==> src/rtl/periph_regs_pkg.sv <==
package periph_regs_pkg;
  localparam int REG_W = 16;

  localparam logic [1:0] ADDR_DATA  = 2'd0;
  localparam logic [1:0] ADDR_STAT  = 2'd1;
  localparam logic [1:0] ADDR_CTRL  = 2'd2;
  localparam logic [1:0] ADDR_EXTRA = 2'd3;

  localparam int ST_IN_RDY  = 0;
  localparam int ST_OUT_RDY = 1;
  localparam int ST_ERR_LSB = 4;
  localparam int ST_SUMMARY = 15;

  localparam int CT_IN_IE   = 0;
  localparam int CT_OUT_IE  = 1;
  localparam int CT_CLR_ERR = 2;

  typedef struct packed {
    logic rdData;
    logic wrData;
    logic wrCtrl;
    logic rdAny;
  } busStrobes_t;
endpackage

==> src/rtl/periph_regs_ctrl.sv <==
module periph_regs_ctrl
  import periph_regs_pkg::*;
(
  input  logic        busSel,
  input  logic        busWr,
  input  logic [1:0]  busAddr,
  output busStrobes_t stb
);
  always_comb begin
    stb.rdAny  = busSel && !busWr;
    stb.rdData = busSel && !busWr && (busAddr == ADDR_DATA);
    stb.wrData = busSel &&  busWr && (busAddr == ADDR_DATA);
    stb.wrCtrl = busSel &&  busWr && (busAddr == ADDR_CTRL);
  end
endmodule

==> src/rtl/periph_regs_dp.sv <==
module periph_regs_dp
  import periph_regs_pkg::*;
#(
  parameter int NUM_DEV_ERR = 4
) (
  input  logic                   clk,
  input  logic                   rstN,
  input  busStrobes_t            stb,
  input  logic [1:0]             busAddr,
  input  logic [REG_W-1:0]       busWdata,
  output logic [REG_W-1:0]       busRdata,
  input  logic                   devInValid,
  input  logic [REG_W-1:0]       devInData,
  input  logic                   devOutDone,
  input  logic [NUM_DEV_ERR-1:0] devErr,
  output logic [REG_W-1:0]       devOutData,
  output logic                   devOutLoad,
  output logic                   irq,
  output logic [REG_W-1:0]       statusW,
  output logic [REG_W-1:0]       ctrlW
);
  localparam int OVR_BIT = ST_ERR_LSB + NUM_DEV_ERR;

  logic [REG_W-1:0]       inReg, outReg, ctrlQ;
  logic                   inReady, outReady, ovrQ, outLoadQ;
  logic [NUM_DEV_ERR-1:0] errQ, errNext;
  logic                   ovrNext, clrErr;

  always_comb begin
    clrErr  = stb.wrCtrl && busWdata[CT_CLR_ERR];
    errNext = (clrErr ? '0 : errQ) | devErr;
    ovrNext = (clrErr ? 1'b0 : ovrQ) | (devInValid && inReady && !stb.rdData);
  end

  always_ff @(posedge clk) begin
    if (!rstN) begin
      inReg    <= '0;
      outReg   <= '0;
      ctrlQ    <= '0;
      inReady  <= 1'b0;
      outReady <= 1'b1;
      errQ     <= '0;
      ovrQ     <= 1'b0;
      outLoadQ <= 1'b0;
    end else begin
      errQ     <= errNext;
      ovrQ     <= ovrNext;
      outLoadQ <= stb.wrData;
      if (devInValid) begin
        inReg   <= devInData;
        inReady <= 1'b1;
      end else if (stb.rdData) begin
        inReady <= 1'b0;
      end
      if (stb.wrData) begin
        outReg   <= busWdata;
        outReady <= 1'b0;
      end else if (devOutDone) begin
        outReady <= 1'b1;
      end
      if (stb.wrCtrl) begin
        ctrlQ             <= busWdata;
        ctrlQ[CT_CLR_ERR] <= 1'b0;
      end
    end
  end

  always_comb begin
    statusW             = '0;
    statusW[ST_IN_RDY]  = inReady;
    statusW[ST_OUT_RDY] = outReady;
    for (int k = 0; k < NUM_DEV_ERR; k++) statusW[ST_ERR_LSB + k] = errQ[k];
    statusW[OVR_BIT]    = ovrQ;
    statusW[ST_SUMMARY] = (|errQ) | ovrQ;
  end

  always_comb begin
    busRdata = '0;
    if (stb.rdAny) begin
      case (busAddr)
        ADDR_DATA: busRdata = inReg;
        ADDR_STAT: busRdata = statusW;
        ADDR_CTRL: busRdata = ctrlQ;
        default:   busRdata = '0;
      endcase
    end
  end

  assign ctrlW      = ctrlQ;
  assign devOutData = outReg;
  assign devOutLoad = outLoadQ;
  assign irq        = (ctrlQ[CT_IN_IE] && inReady) || (ctrlQ[CT_OUT_IE] && outReady);
endmodule

==> src/rtl/periph_regs.sv <==
module periph_regs
  import periph_regs_pkg::*;
#(
  parameter int NUM_DEV_ERR = 4
) (
  input  logic                   clk,
  input  logic                   rstN,
  input  logic                   busSel,
  input  logic                   busWr,
  input  logic [1:0]             busAddr,
  input  logic [REG_W-1:0]       busWdata,
  output logic [REG_W-1:0]       busRdata,
  input  logic                   devInValid,
  input  logic [REG_W-1:0]       devInData,
  input  logic                   devOutDone,
  input  logic [NUM_DEV_ERR-1:0] devErr,
  output logic [REG_W-1:0]       devOutData,
  output logic                   devOutLoad,
  output logic                   irq
);
  busStrobes_t      stb;
  logic [REG_W-1:0] statusW, ctrlW;

  periph_regs_ctrl ctrl_i (
    .busSel (busSel),
    .busWr  (busWr),
    .busAddr(busAddr),
    .stb    (stb)
  );

  periph_regs_dp #(.NUM_DEV_ERR(NUM_DEV_ERR)) dp_i (
    .clk       (clk),
    .rstN      (rstN),
    .stb       (stb),
    .busAddr   (busAddr),
    .busWdata  (busWdata),
    .busRdata  (busRdata),
    .devInValid(devInValid),
    .devInData (devInData),
    .devOutDone(devOutDone),
    .devErr    (devErr),
    .devOutData(devOutData),
    .devOutLoad(devOutLoad),
    .irq       (irq),
    .statusW   (statusW),
    .ctrlW     (ctrlW)
  );
endmodule

==> config.mk <==
export PLATFORM = sky130hd
export DESIGN_NAME = periph_regs
export DESIGN_NICKNAME = d
export VERILOG_FILES = /design/src/rtl/periph_regs_pkg.sv /design/src/rtl/periph_regs_ctrl.sv /design/src/rtl/periph_regs_dp.sv /design/src/rtl/periph_regs.sv
export SDC_FILE = /design/constraint.sdc
export NUM_CORES = 1
export LEC_CHECK = 0
export BUFFER_PORTS_ARGS = -buffer_cell sky130_fd_sc_hd__buf_2
export CAP_MARGIN = 20
export CORE_AREA = 2 2 89 91
export DETAILED_ROUTE_END_ITERATION = 6
export DIE_AREA = 0 0 91 93
export HOLD_SLACK_MARGIN = 0.12
export MAX_ROUTING_LAYER = met4
export SYNTH_ARGS = -nofsm -noshare
export SYNTH_HDL_FRONTEND = slang
export SYNTH_HIERARCHICAL = 1
export SYNTH_SLANG_ARGS = --single-unit
==> constraint.sdc <==
create_clock -name clk -period 1.4 [get_ports clk]
set_input_delay 0.21 -clock clk [delete_from_list [all_inputs] [get_ports clk]]
set_output_delay 0.21 -clock clk [all_outputs]
set_load 0.005 [all_outputs]
==> results.txt, run 1 <==
----------------------------------------------------
[Floorplan]
  Width of the die ... 91 um
  Total Die Area ... 8460 um2
  Core Box Area ... 7530 um2
  Vertical extent of the die ... 93 um
  Effective utilization at floorplan ... 0.328
  Count of boundary I/O pins ... 78
  Rows ... 32

[Min path]
  Min-delay src ... devErr[1]
  Worst Hold Class ... in -> reg
  Hold path endpoint ... dp_i/errQ[1]$_SDFF_PN0_
  Worst hold stages ... 3

[Place]
  Weighted congestion reported at the end of routability-driven placement ... 0.853
  Number of I/O port buffers ... 77
  Pre-CTS setup slack ... 65.2 ps
  HPWL reported at the end of detailed placement ... 4150 um
  Count of placed standard cells including taps ... 403

[Clocking]
  Clock tree from TritonCTS ... built
  Clock transition at the registers of the reported paths ... 90 ps
  H-Tree Depth ... 2
  Number of buffers added by the clock tree synthesis step ... 5
  Clock sink total ... 55
  Clock Tree Root ... sky130_fd_sc_hd__clkbuf_8
  Clock buffer depth ... 2
  Clock Latency Late Sink ... 300 ps

[Route]
  Top layer used by detailed routing ... met4
  Remaining antenna violation count after routing ... 0
  DRC errors left ... 0
  Routed wire length ... 5500 um
  Pre-Repair DR Iteration Count ... 4
  Detailed router's first-iteration violation count ... 46
  Mean routed wirelength per cell ... 13.3 um
  Via total after detailed routing ... 1819
  Met1 wire length ... 2570 um
  Routed vias/inst ... 4.40
  Met2 wire length ... 2560 um
  Detailed-routed wire length on met3 ... 324 um

[Worst setup path]
  End of the worst register-to-register path ... dp_i/ovrQ$_SDFF_PN0_
  Setup slack on the worst flop-to-flop path ... 610 ps
  Worst setup path category ... reg -> out
  Data required time at the worst endpoint ... 1190 ps
  Data arrival time of the worst path ... 1190 ps
  Worst Reg2Reg Path Length in Cells ... 3
  RR Startpoint ... dp_i/inReady$_SDFFE_PN0P_
  Top fanout value on the critical path ... 2
  Kind of end point of the critical path ... output port
  Crit path launch type ... flip-flop

[Run status]
  Result of the run ... complete, no violations

[Layout]
  Count of placed standard cells in the final layout, fillers left out ... 413
  Synth-to-layout area growth ... 26.5%
  Layout filler cell count ... 796
  Final net count ... 354
  Diode count ... 0
  Layout cells sized above 1 ... 0.357
  Share of the core filled with cells in the final layout ... 0.415

[Timing]
  Number of hold violations in the final report ... 0
  RSZ-0062 raised after global routing ... yes
  Max frequency ... 0.717 GHz
  Relative slew slack ... 0.754
  Final-report setup violation count ... 0
  Fin Hold WS ... 131 ps
  Final slew viol count ... 0
  Final WS setup ... 4.39 ps
  Share of the clock period used by the worst path after layout ... 0.997
  Post-layout minimum cycle time ... 1400 ps
  Slew @ Worst Pin ... 369 ps
  Layout Skew ... 0.00408 ps
  Sum of negative setup slack ... 0 ps

[Global route]
  Overall overflow remaining after global route ... 0
  Maximum number of pins on one net before global-route repair ... 23
  Via count of the first global-routing pass ... 1811
  Wire length of the first global-routing pass ... 9030 um
  Number of antenna violations at the first check in global routing ... 0
  Global router's overall resource usage ... 0.138

[Power]
  Highest ir drop seen on vdd ... 0.406 mV
  Static Leakage ... 1.34 nW
  Pwr Density ... 940 nW/um2

[Yosys]
  Total standard cell area after synthesis ... 2470 um2
  Total number of yosys warnings ... 6
  Post-synthesis cell count ... 231
  Mean instance size in the synthesized netlist ... 10.7 um2
  Synth Net Count ... 275

[Run]
  Number of max-capacitance violations reported ... 0

----------------------------------------------------
[worst max-delay path by stage]
stage                             from                   end  slack (ps)  cells after the start
2_1_floorplan                   busSel           busRdata[2]         250                      4
3_3_place_gp                     busWr           busRdata[3]          40                      6
3_5_place_dp                busAddr[0]  dp_i/ovrQ$_SDFF_PN0_          70                      5
4_1_cts        dp_i/errQ[1]$_SDFF_PN0_          busRdata[15]          -4                      4
5_1_grt        dp_i/errQ[0]$_SDFF_PN0_          busRdata[15]         -90                      4
6_report       dp_i/errQ[0]$_SDFF_PN0_          busRdata[15]           4                      4
[routing by layer]
metal / track usage / up-vias
met4: 0.0391 / 0
met1: 0.179 / 816
met3: 0.0322 / 5
met5: - / -
li1: - / 936
met2: 0.219 / 62
[timing repair]
item,4_1_cts,5_1_grt
hold buffers,0,0
resized for setup,3,10
pin swaps,3,14
setup buffers,2,0
setup endpoints to repair,1,11
[report_power, final]
group / leakage [nW] / internal (mW) / switching (mW)
registers: 0.454 / 1.63 / 0.0358
logic: 0.835 / 0.205 / 0.162
clock network: 0.0484 / 0.407 / 0.503
total: 1.34 / 2.24 / 0.701
[layout by cell type (no fill, tap or decap), types with 2 or more instances in the layout]
cell,instances
sky130_fd_sc_hd__o2bb2ai_1,7
sky130_fd_sc_hd__dfxtp_2,11
sky130_fd_sc_hd__buf_4,7
sky130_fd_sc_hd__mux2i_1,62
sky130_fd_sc_hd__dfxtp_1,44
sky130_fd_sc_hd__clkbuf_8,6
sky130_fd_sc_hd__nor2_1,10
sky130_fd_sc_hd__buf_2,77
sky130_fd_sc_hd__and2_1,8
sky130_fd_sc_hd__a21oi_1,4
sky130_fd_sc_hd__nand2_1,2
sky130_fd_sc_hd__buf_12,5
sky130_fd_sc_hd__nor2b_1,53
[area by class of cell]
class / instances / area (um2) / share of cell area
Multi-Input combinational cell: 159 / 1250 / 0.400
Sequential cell: 55 / 1110 / 0.357
Timing Repair Buffer: 89 / 538 / 0.172
Tap cell: 102 / 128 / 0.0408
Clock buffer: 7 / 86.3 / 0.0276
Clock inverter: 1 / 8.76 / 0.00280
[state kept, by name, summed over array words and instances, names as in the netlist]
signal,flops
dp_i/devOutData,16
dp_i/inReg,16
dp_i/ctrlW,15
dp_i/errQ,4
dp_i/devOutLoad,1
dp_i/inReady,1
dp_i/outReady,1
dp_i/ovrQ,1
[worst max-delay path, cell delays in order (launching register included)]
cell	delay, ps
sky130_fd_sc_hd__dfxtp_2	340
sky130_fd_sc_hd__nor3_2	180
sky130_fd_sc_hd__nand2_1	70
sky130_fd_sc_hd__a31o_1	170
sky130_fd_sc_hd__buf_2	120
[metrics by stage]
| stage | instance area [um2] | power, mW |
|---|---|---|
| final | 3130 | 2.94 |
| after global routing | 3130 | 3.10 |
| after CTS | 3110 | 3.00 |
| after detailed placement | 2990 | 2.06 |
| after global placement | 2990 | 2.05 |
| after floorplan | 2470 | 1.91 |
Note: power is estimated with default switching activity, not from simulation.
==> inputs of run 2 (changes only) <==
--- a/config.mk
+++ b/config.mk
@@ -7,11 +7,14 @@
 export LEC_CHECK = 0
 export BUFFER_PORTS_ARGS = -buffer_cell sky130_fd_sc_hd__buf_2
 export CAP_MARGIN = 20
-export CORE_AREA = 2 2 89 91
+export CELL_PAD_IN_SITES_DETAIL_PLACEMENT = 1
+export CELL_PAD_IN_SITES_GLOBAL_PLACEMENT = 2
+export CORE_AREA = 2 2 94 96
 export DETAILED_ROUTE_END_ITERATION = 6
-export DIE_AREA = 0 0 91 93
+export DIE_AREA = 0 0 96 98
 export HOLD_SLACK_MARGIN = 0.12
 export MAX_ROUTING_LAYER = met4
+export PLACE_DENSITY_LB_ADDON = 0.1
 export SYNTH_ARGS = -nofsm -noshare
 export SYNTH_HDL_FRONTEND = slang
 export SYNTH_HIERARCHICAL = 1
==> run 2 against run 1 <==
- combinational power increased by 1%
- via count increased by 3.0%
- utilization decreased by 4.2 points
- highest routed layer unchanged
- critical endpoint is now busRdata[8]
- critical path depth unchanged
- sequential power about the same
- maximum frequency increased by 1.3%
==> results.txt, run 2 (synthesis gave the netlist of run 1 again) <==
----------------------------------------------------
[Worst setup path]
  Longest individual stage delay on the worst path ... 340 ps
  Critical path buffers and inverters ... 1
  Worst Reg2Reg Path Length in Cells ... 3
  RR Startpoint ... dp_i/inReady$_SDFFE_PN0P_
  Top fanout value on the critical path ... 2
  Data required time at the worst endpoint ... 1190 ps
  Data arrival time of the worst path ... 1170 ps
  Crit path launch type ... flip-flop
  Kind of end point of the critical path ... output port
  End of the worst register-to-register path ... dp_i/ovrQ$_SDFF_PN0_
  Worst setup path category ... reg -> out
  Cell with the largest stage delay on the worst path ... sky130_fd_sc_hd__dfxtp_2
  Cell family contributing the most delay on the critical path ... flip-flops
  Setup slack on the worst flop-to-flop path ... 530 ps
  Cell Chain, Critical Path ... mux2i_1 -> o2bb2ai_1 -> and2_1 -> buf_2

[Power]
  Pwr Density ... 990 nW/um2
  Switching power as a share of total power ... 0.230
  Part of the total power dissipated in combinational logic ... 0.119
  Clock group share of total power ... 0.350
  Post-layout total power ... 3.13 mW
  Switching power total ... 0.721 mW
  Internal power contribution ... 2.41 mW
  Reg power frac ... 0.531
  Highest ir drop seen on vdd ... 0.419 mV
  Static Leakage ... 1.36 nW

[Layout]
  Commonest non-fill, non-tap cell in the layout ... sky130_fd_sc_hd__buf_2
  Layout filler cell count ... 978
  Commonest cells after routing, fill and taps aside ... sky130_fd_sc_hd__buf_2, sky130_fd_sc_hd__mux2i_1, sky130_fd_sc_hd__nor2b_1
  Synth-to-layout area growth ... 28.0%
  Layout cells sized above 1 ... 0.365
  Final net count ... 353
  Final non-filler cell area ... 3160 um2
  Diode count ... 0

[Timing]
  Share of the clock period used by the worst path after layout ... 0.984
  Slew @ Worst Pin ... 233 ps
  Layout Skew ... 0.0473 ps
  Final WS setup ... 21.7 ps
  Relative slew slack ... 0.844
  Final-report setup violation count ... 0
  Number of hold violations in the final report ... 0
  Final slew viol count ... 0
  Post-layout minimum cycle time ... 1380 ps
  RSZ-0062 raised after global routing ... yes
  Max frequency ... 0.726 GHz

[Place]
  Instance area after placement ... 3000 um2
  Pre-CTS setup slack ... 44.8 ps
  HPWL reported at the end of detailed placement ... 4560 um
  Number of I/O port buffers ... 77
  Weighted congestion reported at the end of routability-driven placement ... 0.705

[Clocking]
  Clock sink total ... 55
  H-Tree Depth ... 2
  Number of buffers added by the clock tree synthesis step ... 5
  Clock transition at the registers of the reported paths ... 100 ps
  Clock tree from TritonCTS ... built
  Clock Latency Late Sink ... 300 ps
  Clock Tree Root ... sky130_fd_sc_hd__clkbuf_8
  Clock buffer depth ... 2

[Global route]
  Overall overflow remaining after global route ... 0
  Maximum number of pins on one net before global-route repair ... 56
  Number of antenna violations at the first check in global routing ... 0
  Via count of the first global-routing pass ... 1962
  Global router's overall resource usage ... 0.140
  Wire length of the first global-routing pass ... 9940 um

[Route]
  Detailed router's first-iteration violation count ... 32
  Pre-Repair DR Iteration Count ... 4
  DRC errors left ... 0
  Via total after detailed routing ... 1873
  Remaining antenna violation count after routing ... 0
  Mean routed wirelength per cell ... 14.8 um
  Routed wire length ... 6180 um
  Routed vias/inst ... 4.48

[Floorplan]
  Width of the die ... 96 um
  Core Box Area ... 8470 um2
  Count of boundary I/O pins ... 78
  Rows ... 34
  Total Die Area ... 9410 um2
  Vertical extent of the die ... 98 um
  Effective utilization at floorplan ... 0.292

[Min path]
  Hold path endpoint ... dp_i/errQ[3]$_SDFF_PN0_
  Worst Hold Class ... in -> reg
  Min-delay src ... devErr[3]
  Worst hold stages ... 3

[Run]
  Number of max-capacitance violations reported ... 0

[Run status]
  Result of the run ... complete, no violations

----------------------------------------------------
-- run 2: metrics by stage --
stage                     hold WS, ps  utilization  cells  setup TNS [ps]
after floorplan                   349            -    231               0
after global placement            448        0.355    409               0
after detailed placement          456        0.355    409               0
after CTS                         135        0.371    418           -2.31
after global routing              162        0.374    418            -156
final                             141        0.374    418               0
-- run 2: worst max path at each step --
stage               depth (start not counted)            to                  startpoint  slack, ps
detailed placement                          6  busRdata[14]                       busWr         40
finish                                      4   busRdata[8]  dp_i/ctrlW[8]$_SDFFE_PN0P_         20
global placement                            6  busRdata[14]                       busWr         40
floorplan                                   4   busRdata[2]                      busSel        250
CTS                                         4  busRdata[15]        dp_i/ovrQ$_SDFF_PN0_         -2
global route                                4   busRdata[8]  dp_i/ctrlW[8]$_SDFFE_PN0P_        -90
-- run 2: what timing repair did --
item,4_1_cts,5_1_grt
hold buffers,0,0
setup buffers,1,0
pin swaps,4,8
resized for setup,5,10
setup endpoints to repair,4,14
-- run 2: tightest hold or removal path, cell delays in order --
cell	delay, ps
sky130_fd_sc_hd__buf_2	80
sky130_fd_sc_hd__a21oi_1	30
sky130_fd_sc_hd__nor2b_1	90
-- run 2: power by group through the flow --
stage	sequential (mW)	clock [mW]	combinational (mW)
CTS	1.67	1.16	0.376
global placement	1.70	0	0.366
floorplan	1.69	0	0.227
finish	1.66	1.10	0.372
global route	1.67	1.21	0.413
detailed placement	1.70	0	0.371
-- run 2: final cells by class --
type	count	area (um2)	share of cell area
timing repair buffer	88	531	0.168
clock inverter	2	35.0	0.0111
sequential	55	1110	0.352
tap	108	135	0.0427
clock buffer	6	82.6	0.0261
multi-input combinational	159	1270	0.400
-- run 2: metal layers --
metal	share of wire	vias to the layer above	GRT usage
met5	0	-	-
met4	0.0078	0	0.0363
met3	0.051	5	0.0293
met2	0.49	50	0.230
met1	0.45	881	0.174
li1	-	937	-
==> inputs of run 3 (changes only) <==
==> constraint.sdc (replaced) <==
create_clock -name clk -period 1.45 [get_ports clk]
set_input_delay 0.2175 -clock clk [delete_from_list [all_inputs] [get_ports clk]]
set_output_delay 0.2175 -clock clk [all_outputs]
set_load 0.005 [all_outputs]
==> run 3 against run 2 <==
- clock power is 21% lower
- routed wire length is 1.8% lower
- sequential power is 4% lower
- non-clock buffer count is 2 higher
- clock-buffer cell count stayed put
- clock skew is 10 ps higher
- die area stayed put
- utilization is 0.37 points lower
==> results.txt, run 3 (synthesis gave the netlist of run 1 again) <==
----------------------------------------------------
[Run status]
  Result of the run ... complete, no violations

[Worst setup path]
  RR Startpoint ... dp_i/inReady$_SDFFE_PN0P_
  Worst setup path category ... reg -> out
  Startpoint of the worst setup timing path ... dp_i/errQ[1]$_SDFF_PN0_
  End of the worst register-to-register path ... dp_i/ovrQ$_SDFF_PN0_
  Data required time at the worst endpoint ... 1230 ps
  Kind of end point of the critical path ... output port
  Setup slack on the worst flop-to-flop path ... 600 ps
  Top fanout value on the critical path ... 3
  Crit path launch type ... flip-flop
  Data arrival time of the worst path ... 1170 ps
  Worst Reg2Reg Path Length in Cells ... 3

[Min path]
  Worst Hold Class ... in -> reg
  Min-delay src ... devErr[3]
  Hold path endpoint ... dp_i/errQ[3]$_SDFF_PN0_
  Worst hold stages ... 3

[Layout]
  Synth-to-layout area growth ... 26.7%
  Commonest non-fill, non-tap cell in the layout ... sky130_fd_sc_hd__buf_2
  Final non-filler cell area ... 3130 um2
  Diode count ... 0
  Commonest cells after routing, fill and taps aside ... sky130_fd_sc_hd__buf_2, sky130_fd_sc_hd__mux2i_1, sky130_fd_sc_hd__nor2b_1
  Final net count ... 355
  Layout cells sized above 1 ... 0.349

[Place]
  HPWL reported at the end of detailed placement ... 4540 um
  Number of I/O port buffers ... 77
  Pre-CTS setup slack ... 41.3 ps
  Weighted congestion reported at the end of routability-driven placement ... 0.712
  Instance area after placement ... 3010 um2

[Timing]
  Post-layout minimum cycle time ... 1390 ps
  Final slew viol count ... 0
  Final-report setup violation count ... 0
  Relative slew slack ... 0.778
  Slew @ Worst Pin ... 334 ps
  Number of hold violations in the final report ... 0
  Share of the clock period used by the worst path after layout ... 0.960
  Final WS setup ... 57.9 ps
  Layout Skew ... 10.1 ps
  RSZ-0062 raised after global routing ... yes
  Max frequency ... 0.718 GHz

[Power]
  Highest ir drop seen on vdd ... 0.346 mV
  Static Leakage ... 1.34 nW
  Pwr Density ... 905 nW/um2

[Route]
  Mean routed wirelength per cell ... 14.5 um
  Detailed router's first-iteration violation count ... 35
  Routed wire length ... 6070 um
  Pre-Repair DR Iteration Count ... 3
  Routed vias/inst ... 4.41
  Remaining antenna violation count after routing ... 0
  Via total after detailed routing ... 1851
  DRC errors left ... 0

[Clocking]
  Clock Tree Root ... sky130_fd_sc_hd__clkbuf_8
  Clock buffer depth ... 2
  Clock sink total ... 55
  Clock Latency Late Sink ... 310 ps
  H-Tree Depth ... 2
  Clock tree from TritonCTS ... built
  Number of buffers added by the clock tree synthesis step ... 5
  Clock transition at the registers of the reported paths ... 90 ps
  Number of buffers inserted for hold repair after clock tree synthesis ... 0

[Global route]
  Number of antenna violations at the first check in global routing ... 0
  Wire length of the first global-routing pass ... 9490 um
  Maximum number of pins on one net before global-route repair ... 40
  Global router's overall resource usage ... 0.135
  Via count of the first global-routing pass ... 1834
  Overall overflow remaining after global route ... 0

[Floorplan]
  Total Die Area ... 9410 um2
  Vertical extent of the die ... 98 um
  Rows ... 34
  Core Box Area ... 8470 um2
  Effective utilization at floorplan ... 0.292
  Count of boundary I/O pins ... 78
  Width of the die ... 96 um

[Run]
  Number of max-capacitance violations reported ... 0

----------------------------------------------------
## run 3: cell types whose count changed in the layout (fill, tap and decap cells not counted), sizes merged
cell	delta
buf	+2
bufinv	-1
clkinv	+1
## run 3: routing by layer
| metal | vias to the layer above | track usage | part of all wire |
|---|---|---|---|
| met5 | - | - | 0 |
| met1 | 856 | 0.165 | 0.45 |
| li1 | 939 | - | - |
| met3 | 5 | 0.0316 | 0.051 |
| met4 | 0 | 0.0363 | 0.0091 |
| met2 | 51 | 0.222 | 0.49 |
## run 3: final cells by class
| type | count | area (um2) |
|---|---|---|
| sequential | 55 | 1110 |
| clock buffer | 6 | 72.6 |
| fill | 989 | 5330 |
| timing repair buffer | 90 | 546 |
| clock inverter | 2 | 17.5 |
| tap | 108 | 135 |
| multi-input combinational | 159 | 1250 |
## run 3: through the flow
step | TNS [ps] | utilization | instances | hold WS (ps) | total power [mW]
6_report | 0 | 0.370 | 420 | 144 | 2.83
5_1_grt | -5.65 | 0.370 | 420 | 159 | 2.99
4_1_cts | 0 | 0.368 | 419 | 136 | 2.88
3_5_place_dp | 0 | 0.355 | 410 | 459 | 2.00
3_3_place_gp | 0 | 0.355 | 410 | 455 | 2.00
2_1_floorplan | 0 | - | 231 | 356 | 1.85
## run 3: worst max-delay path: stages, from the launching register on
cell and delay [ps]:
sky130_fd_sc_hd__dfxtp_2 350, sky130_fd_sc_hd__nor3_2 160, sky130_fd_sc_hd__nand2_1 70, sky130_fd_sc_hd__a31o_1 180, sky130_fd_sc_hd__buf_2 120
## run 3: worst max path at each step
| stage | to | slack [ps] | cells past startpoint |
|---|---|---|---|
| after global routing | busRdata[15] | -6 | 4 |
| after global placement | busRdata[14] | 60 | 6 |
| after detailed placement | busRdata[9] | 40 | 6 |
| after floorplan | busRdata[2] | 280 | 4 |
| final | busRdata[15] | 60 | 4 |
| after CTS | busRdata[15] | 7 | 4 |
## run 3: repair_timing
item,CTS,global route
setup endpoints to repair,1,13
gates resized for setup,3,7
setup buffers,1,1
pin swaps,0,7
## run 3: report_power, final
group / switching, mW / internal (mW) / leakage (nW) / total, mW
Sequential: 0.0352 / 1.57 / 0.453 / 1.60
Combinational: 0.161 / 0.200 / 0.841 / 0.361
Clock: 0.519 / 0.349 / 0.0454 / 0.867
